==> config.mk <==
export PLATFORM = sky130hd
export DESIGN_NAME = zhbb_regulator
export DESIGN_NICKNAME = d
export VERILOG_FILES = /design/src/rtl/zhbb_pkg.sv /design/src/rtl/zhbb_ctrl.sv /design/src/rtl/zhbb_leg.sv /design/src/rtl/zhbb_datapath.sv /design/src/rtl/zhbb_regulator.sv
export SDC_FILE = /design/constraint.sdc
export NUM_CORES = 1
export LEC_CHECK = 0
export BUFFER_PORTS_ARGS = -buffer_cell sky130_fd_sc_hd__buf_4
export CAP_MARGIN = 10
export CORE_ASPECT_RATIO = 0.7
export CORE_MARGIN = 5
export CORE_UTILIZATION = 54
export CTS_CLUSTER_DIAMETER = 30
export DETAILED_ROUTE_END_ITERATION = 8
export HOLD_SLACK_MARGIN = 0.03
export PLACE_DENSITY = 0.87
export REMOVE_ABC_BUFFERS = 1
export SLEW_MARGIN = 20
export SYNTH_ARGS = -nofsm -noshare
export SYNTH_HDL_FRONTEND = slang
export SYNTH_SLANG_ARGS = --single-unit
==> constraint.sdc <==
create_clock -name clk -period 3.2 [get_ports clk]
set_clock_uncertainty 0.1 [all_clocks]
set_input_delay 0.64 -clock clk [delete_from_list [all_inputs] [get_ports clk]]
set_output_delay 0.64 -clock clk [all_outputs]
set_load 0.05 [all_outputs]
==> src/rtl/zhbb_pkg.sv <==
package zhbb_pkg;
  typedef struct packed {
    logic capture;
  } ctrlStrobe_t;

  typedef enum logic [1:0] {
    SIGN_ZERO = 2'b00,
    SIGN_POS  = 2'b01,
    SIGN_NEG  = 2'b10
  } errSign_e;
endpackage

==> src/rtl/zhbb_ctrl.sv <==
module zhbb_ctrl
  import zhbb_pkg::*;
(
  input  logic        permit,
  output ctrlStrobe_t strobes
);
  always_comb begin
    strobes.capture = permit;
  end
endmodule

==> src/rtl/zhbb_leg.sv <==
module zhbb_leg
  import zhbb_pkg::*;
#(
  parameter int CUR_W = 12
) (
  input  logic             clk,
  input  logic             rstN,
  input  logic             capture,
  input  logic [CUR_W-1:0] refWord,
  input  logic [CUR_W-1:0] measWord,
  output logic             hiCmd,
  output logic             loCmd
);
  localparam int ERR_W = CUR_W + 1;

  logic signed [ERR_W-1:0] errVal;
  errSign_e                errPol;
  logic                    hiState;

  always_comb begin
    errVal = $signed({refWord[CUR_W-1], refWord}) - $signed({measWord[CUR_W-1], measWord});
    if (errVal == '0)          errPol = SIGN_ZERO;
    else if (errVal[ERR_W-1])  errPol = SIGN_NEG;
    else                       errPol = SIGN_POS;
  end

  always_ff @(posedge clk or negedge rstN) begin
    if (!rstN) begin
      hiState <= 1'b0;
    end else if (capture) begin
      case (errPol)
        SIGN_POS: hiState <= 1'b1;
        SIGN_NEG: hiState <= 1'b0;
        default:  hiState <= hiState;
      endcase
    end
  end

  assign hiCmd = hiState;
  assign loCmd = ~hiState;
endmodule

==> src/rtl/zhbb_datapath.sv <==
module zhbb_datapath
  import zhbb_pkg::*;
#(
  parameter int NPH   = 3,
  parameter int CUR_W = 12
) (
  input  logic                 clk,
  input  logic                 rstN,
  input  ctrlStrobe_t          strobes,
  input  logic [NPH*CUR_W-1:0] refCur,
  input  logic [NPH*CUR_W-1:0] measCur,
  output logic [NPH-1:0]       gateHi,
  output logic [NPH-1:0]       gateLo
);
  for (genvar k = 0; k < NPH; k++) begin : g_leg
    zhbb_leg #(.CUR_W(CUR_W)) u_leg (
      .clk     (clk),
      .rstN    (rstN),
      .capture (strobes.capture),
      .refWord (refCur[k*CUR_W +: CUR_W]),
      .measWord(measCur[k*CUR_W +: CUR_W]),
      .hiCmd   (gateHi[k]),
      .loCmd   (gateLo[k])
    );
  end
endmodule

==> src/rtl/zhbb_regulator.sv <==
module zhbb_regulator
  import zhbb_pkg::*;
#(
  parameter int NPH   = 3,
  parameter int CUR_W = 12
) (
  input  logic                 clk,
  input  logic                 rstN,
  input  logic                 permit,
  input  logic [NPH*CUR_W-1:0] refCur,
  input  logic [NPH*CUR_W-1:0] measCur,
  output logic [NPH-1:0]       gateHi,
  output logic [NPH-1:0]       gateLo
);
  ctrlStrobe_t strobes;

  zhbb_ctrl u_ctrl (
    .permit (permit),
    .strobes(strobes)
  );

  zhbb_datapath #(.NPH(NPH), .CUR_W(CUR_W)) u_dp (
    .clk    (clk),
    .rstN   (rstN),
    .strobes(strobes),
    .refCur (refCur),
    .measCur(measCur),
    .gateHi (gateHi),
    .gateLo (gateLo)
  );
endmodule

# Word-level counts from Yosys, hierarchy flattened
# Cells that the tools add are included.
[classes]
add_sub_neg = 3
mul = 0
n_div = 0
magnitude_cmp = 0
eq_ne = 6
shift = 0
muxes = 9
bitwise = 3
reduce_logical = 9
[op_table]
columns = ["cell", "count"]
rows = [
  ["$logic_not A13 Y1", 3],
  ["$sub A12 B12 Y13", 3],
  ["$mux W2", 6],
  ["$eq A2 B1 Y1 const B", 3],
  ["$eq A2 B2 Y1 const B", 3],
  ["$pmux W1 S2", 3],
  ["$reduce_and A2 Y1", 3],
  ["$reduce_bool A2 Y1", 3],
  ["$not A1 Y1", 3],
]
[word_totals]
regBits = 3
latchBits = 0
mem_bits_rw = 0
mem_bits_ro = 0
inputBits = 75
out_inout_bits = 6
wordCells = 33
memories = 0

# Depth between registers and ports, before layout
[depth]
ltp_word = 6
ltp_mapped = 10

# By module
# Synthesis repeated with hierarchy kept, for this count alone.
[unflattened]
cells_unflattened = 278
area_unflattened_um2 = 1998.2
[by_module_without_submodules]
columns = ["module", "n_inst", "cells_each", "area_per_inst_um2", "seq_area_each_um2"]
rows = [
  ["zhbb_leg at u_dp.g_leg[0].u_leg ...", 2, 93, 665.6, 25.0],
  ["zhbb_leg at u_dp.g_leg[2].u_leg", 1, 91, 659.4, 25.0],
  ["zhbb_ctrl", 1, 1, 7.5, 0.0],
]

# Worst setup path before layout
# Ideal clock, no wire load.
[synth_path]
kind = "in2reg"
startpoint = "input refCur[0]"
endpoint = "register u_dp.g_leg[0].u_leg.hiState"
setup_time_ns = 0.142
arrival_time_ns = 2.542
required_time_ns = 2.958
slack_ns = 0.416
path_stages = 10
n_path_buf = 0
path_cell_list = "inv_1 -> ha_1 -> fa_1 -> nand2_1 -> a311oi_1 -> o221ai_1 -> a2111oi_1 -> o221ai_1 -> a2111oi_2 -> a41oi_1"
[synth_via]
elab_chain_cells = 6
[synth_rtl]
columns = ["item", "line_no", "rtl"]
rows = [
  ["from (decl)", "zhbb_regulator.sv:10", "input logic [NPH*CUR_W-1:0] refCur,"],
  ["$sub A12 B12 Y13 (*)", "zhbb_leg.sv:21", "errVal = $signed({refWord[CUR_W-1], refWord}) - $signed({measWord[CUR_W-1], measWord});"],
  ["$logic_not A13 Y1 / $mux W2 (equally long branches)", "zhbb_leg.sv:22, zhbb_leg.sv:23", ""],
  ["$mux W2 (*)", "zhbb_leg.sv:22", "if (errVal == '0) errPol = SIGN_ZERO;"],
  ["$eq A2 B2 Y1 / $eq A2 B1 Y1 (equally long branches)", "zhbb_leg.sv:31", "case (errPol)"],
  ["$reduce_bool A2 Y1 (no line)", "--", ""],
  ["$reduce_and A2 Y1 (no line)", "--", ""],
  ["to (signal assigned)", "zhbb_leg.sv:34", "default: hiState <= hiState;"],
  ["to (decl)", "zhbb_leg.sv:18", "logic hiState;"],
]
# Every way passes the cells marked *; elsewhere a longest branch is shown, timed or not.
# A chain may end at the register's enable or synchronous reset.

# Final worst setup path
# Same ends and word-level chain as after synthesis.

==> impl_metrics.prom <==
# TYPE chip_impl_metric gauge
chip_impl_metric{name="clock_period_minus_final_worst_setup_slack",unit="ns"} 2.91
chip_impl_metric{name="cp_max_fo",unit=""} 2
chip_impl_metric{name="cts-buffers-inserted",unit=""} 3
chip_impl_metric{name="cts_setup_buffers",unit=""} 0
chip_impl_metric{name="syn_avg_cell_area",unit="um2"} 6.89
chip_impl_metric{name="cp_slowest_stage_delay",unit="ns"} 0.48
chip_impl_metric{name="power.density_cell_area",unit="nW/um2"} 241
chip_impl_info{name="synth.top_cells.by_area",value="ha_1, inv_1, a21oi_1, dfrtp_1, xnor2_1"} 1
chip_impl_metric{name="share_of_cells_above_drive_strength_1",unit=""} 0.236
chip_impl_metric{name="worst-r2r-cell-count",unit=""} 6
chip_impl_metric{name="totalNegativeSetupSlack",unit="ns"} 0
chip_impl_metric{name="initial_util",unit=""} 0.565
chip_impl_metric{name="timing.fmax",unit="MHz"} 343
chip_impl_metric{name="power_leakage",unit="nW"} 1.43
chip_impl_metric{name="postPlaceCellArea",unit="um2"} 2630
chip_impl_info{name="cts_root_buf",value="clkbuf_8"} 1
chip_impl_metric{name="multi_input_combinational_cell_area",unit="um2"} 1650
chip_impl_metric{name="row_count",unit=""} 18
chip_impl_metric{name="timing_max_transition_violations_final",unit=""} 0
chip_impl_metric{name="vdd_ir_drop_max",unit="V"} 0.000133
chip_impl_metric{name="met1Wirelength",unit="um"} 2760
chip_impl_metric{name="netlist-cell-type-count",unit=""} 55
chip_impl_metric{name="number_of_i_o_port_buffers",unit=""} 80
chip_impl_metric{name="largest_register_ff_count",unit=""} 3
chip_impl_metric{name="yosysTopAreaCellShare",unit=""} 0.225
chip_impl_metric{name="ios",unit=""} 81
chip_impl_metric{name="dp_hpwl",unit="um"} 5060
chip_impl_info{name="cp_cell_sequence",value="buf_4 -> inv_1 -> ha_1 -> fa_1 -> nand2_1 -> a311oi_1 -> o221ai_1 -> a2111oi_1 -> o221ai_1 -> a2111oi_2 -> a41oi_1"} 1
chip_impl_metric{name="finalSetupViolCount",unit=""} 0
chip_impl_info{name="rr_endpoint",value="u_dp.g_leg[0].u_leg.hiCmd"} 1
chip_impl_metric{name="maximum_number_of_pins_on_one_net_before_global_route_repair",unit=""} 8
chip_impl_metric{name="max-cap-violations",unit=""} 0
chip_impl_metric{name="ctsHoldBuffers",unit=""} 0
chip_impl_metric{name="layout.nets",unit=""} 484
chip_impl_metric{name="synthesis.area",unit="um2"} 2000
chip_impl_metric{name="hold_slack",unit="ns"} 0.108
chip_impl_info{name="worst_hold_path_type",value="in -> async"} 1
chip_impl_metric{name="synth_async_sr_flop_share",unit=""} 1.00
chip_impl_metric{name="die_h",unit="um"} 60.9
chip_impl_metric{name="first_drt_pass_iteration_count",unit=""} 5
chip_impl_metric{name="avgRoutedWirePerCell",unit="um"} 13.9
chip_impl_metric{name="wl_met2",unit="um"} 2410
chip_impl_metric{name="critPathRequiredTime",unit="ns"} 3.18
chip_impl_metric{name="clk_pin_slew_worst_paths",unit="ns"} 0.03
chip_impl_metric{name="grt_pass1_vias",unit=""} 2131
chip_impl_metric{name="h-tree-depth",unit=""} 1
chip_impl_metric{name="synth_sequential_area_ratio",unit=""} 0.0375
chip_impl_metric{name="worst-endpoint-arrival",unit="ns"} 2.89
chip_impl_info{name="timing.critical_path.to_type",value="flop"} 1
chip_impl_metric{name="floorplan.core_area",unit="um2"} 3540
chip_impl_metric{name="chipWidth",unit="um"} 82.7
chip_impl_metric{name="vias_per_cell",unit=""} 5.72
chip_impl_info{name="synth_top_flop_cell",value="dfrtp_1"} 1
chip_impl_metric{name="insertedDiodeCount",unit=""} 0
chip_impl_info{name="rsz0062_at_grt",value="false"} 1
chip_impl_metric{name="worst-r2r-setup-slack",unit="ns"} 1.11
chip_impl_info{name="startpoint_type",value="input pin"} 1
chip_impl_info{name="commonest_cells_after_routing_fill_and_taps_aside",value="buf_4, inv_1, ha_1"} 1
chip_impl_metric{name="yosysWarningCount",unit=""} 0
chip_impl_info{name="timing_worst_setup_path_type",value="in -> reg"} 1
chip_impl_metric{name="drc",unit=""} 0
chip_impl_info{name="worst_path_most_repeated_cell",value="o221ai_1"} 1
chip_impl_info{name="routed.top_layer",value="met4"} 1
chip_impl_metric{name="vias",unit=""} 2395
chip_impl_metric{name="met3_length",unit="um"} 617
chip_impl_metric{name="drt_iter0_drc",unit=""} 158
chip_impl_info{name="run_status",value="finished clean"} 1
chip_impl_metric{name="grt.overflow.total",unit=""} 0
chip_impl_metric{name="track_usage",unit=""} 0.228
chip_impl_metric{name="clk_path_buf_depth",unit=""} 2
chip_impl_metric{name="clkSinkCount",unit=""} 3
chip_impl_metric{name="area.sequential",unit="um2"} 75.1
chip_impl_info{name="layout.cells.most_common",value="buf_4"} 1
chip_impl_metric{name="worst-slew-pin-transition",unit="ns"} 0.519
chip_impl_metric{name="floorplan.die_area",unit="um2"} 5040
chip_impl_metric{name="finalWeightedCongestion",unit=""} 0.949
chip_impl_metric{name="insertion_delay",unit="ns"} 0.21
chip_impl_metric{name="number_of_storage_elements_in_the_synthesis_netlist",unit=""} 3
chip_impl_info{name="cts_tree",value="done"} 1
chip_impl_metric{name="timing.final.hold_violations",unit=""} 0
chip_impl_metric{name="syn_to_final_growth",unit="%"} 33.5
chip_impl_info{name="synth_largest_area_cell",value="ha_1"} 1
chip_impl_metric{name="antenna_found_initial",unit=""} 0
chip_impl_metric{name="syn-instance-count",unit=""} 290
chip_impl_metric{name="detail-route-antenna-nets",unit=""} 0
chip_impl_metric{name="layout.core_utilization",unit=""} 0.755
chip_impl_metric{name="final.period_utilization",unit=""} 0.910
chip_impl_info{name="worst_r2r_startpoint",value="u_dp.g_leg[0].u_leg.hiCmd"} 1
chip_impl_metric{name="filler_cell_count",unit=""} 306
chip_impl_metric{name="finalWirelength",unit="um"} 5830
chip_impl_metric{name="synth-edff-count",unit=""} 0
chip_impl_metric{name="critical_path.n_buffers_inverters",unit=""} 2
chip_impl_metric{name="finalInstanceArea",unit="um2"} 2670
chip_impl_metric{name="maxSlewHeadroom",unit=""} 0.650
chip_impl_metric{name="cts_resized",unit=""} 0
chip_impl_metric{name="grt_pass1_wl",unit="um"} 9070
chip_impl_info{name="cpMaxStageDelayCell",value="fa_1"} 1
chip_impl_info{name="critical-path-top-delay-family",value="compound AO/OA/AOI/OAI gates"} 1
## worst max path at each step
stage          startpoint  cells past startpoint  slack, ns                        end
2_1_floorplan   refCur[0]                     10       0.41  u_dp.g_leg[0].u_leg.hiCmd
3_3_place_gp    refCur[0]                     11       0.22  u_dp.g_leg[0].u_leg.hiCmd
3_5_place_dp    refCur[0]                     11       0.14  u_dp.g_leg[0].u_leg.hiCmd
4_1_cts         refCur[0]                     11       0.32  u_dp.g_leg[0].u_leg.hiCmd
5_1_grt         refCur[0]                     11       0.07  u_dp.g_leg[0].u_leg.hiCmd
6_report        refCur[0]                     11       0.29  u_dp.g_leg[0].u_leg.hiCmd
## kinds of logic (layout without fill, tap and decap cells)
| family | after synthesis | after routing | share of synthesized area |
|---|---|---|---|
| AO/OA/AOI/OAI | 94 | 94 | 0.320 |
| adder cells (fa/ha/maj) | 39 | 39 | 0.255 |
| buffers and inverters | 66 | 145 | 0.135 |
| XOR/XNOR | 11 | 11 | 0.0482 |
| multiplexers | 1 | 1 | 0.00501 |
| AND/OR/NAND/NOR | 76 | 76 | 0.199 |
| flip-flops | 3 | 3 | 0.0375 |
## synthesized netlist by cell type, drive strengths merged, types with 6 or more instances
master / instances
a31oi: 6
nor2: 16
inv: 60
o21ai: 21
nand2: 14
nor2b: 9
nand2b: 10
ha: 36
a21oi: 21
xnor2: 8
buf: 6
nor3: 9
## where the power goes
part | total, mW | internal [mW] | switching, mW
sequential | 0.0494 | 0.0436 | 0.00577
clock | 0.110 | 0.0850 | 0.0255
combinational | 0.484 | 0.219 | 0.264
## cell type report
cell class	instances	share of cell area
clock buffers	4	0.0169
multi-input cells	221	0.619
inverters	60	0.0843
repair buffers	81	0.228
well taps	50	0.0234
flip-flops and latches	3	0.0281
## through the flow
stage	power, mW	std cells	setup slack, ns
finish	0.643	419	0.288
floorplan	0.363	284	0.415
CTS	0.639	419	0.321
global placement	0.518	415	0.221
global route	0.694	419	0.0733
detailed placement	0.523	415	0.140
## routing by layer
layer	vias up	GRT usage
met2	140	0.330
met3	8	0.0208
met5	-	0
met4	0	0.0629
li1	1196	-
met1	1051	0.356
No activity file was read; power rests on OpenSTA's default activity.
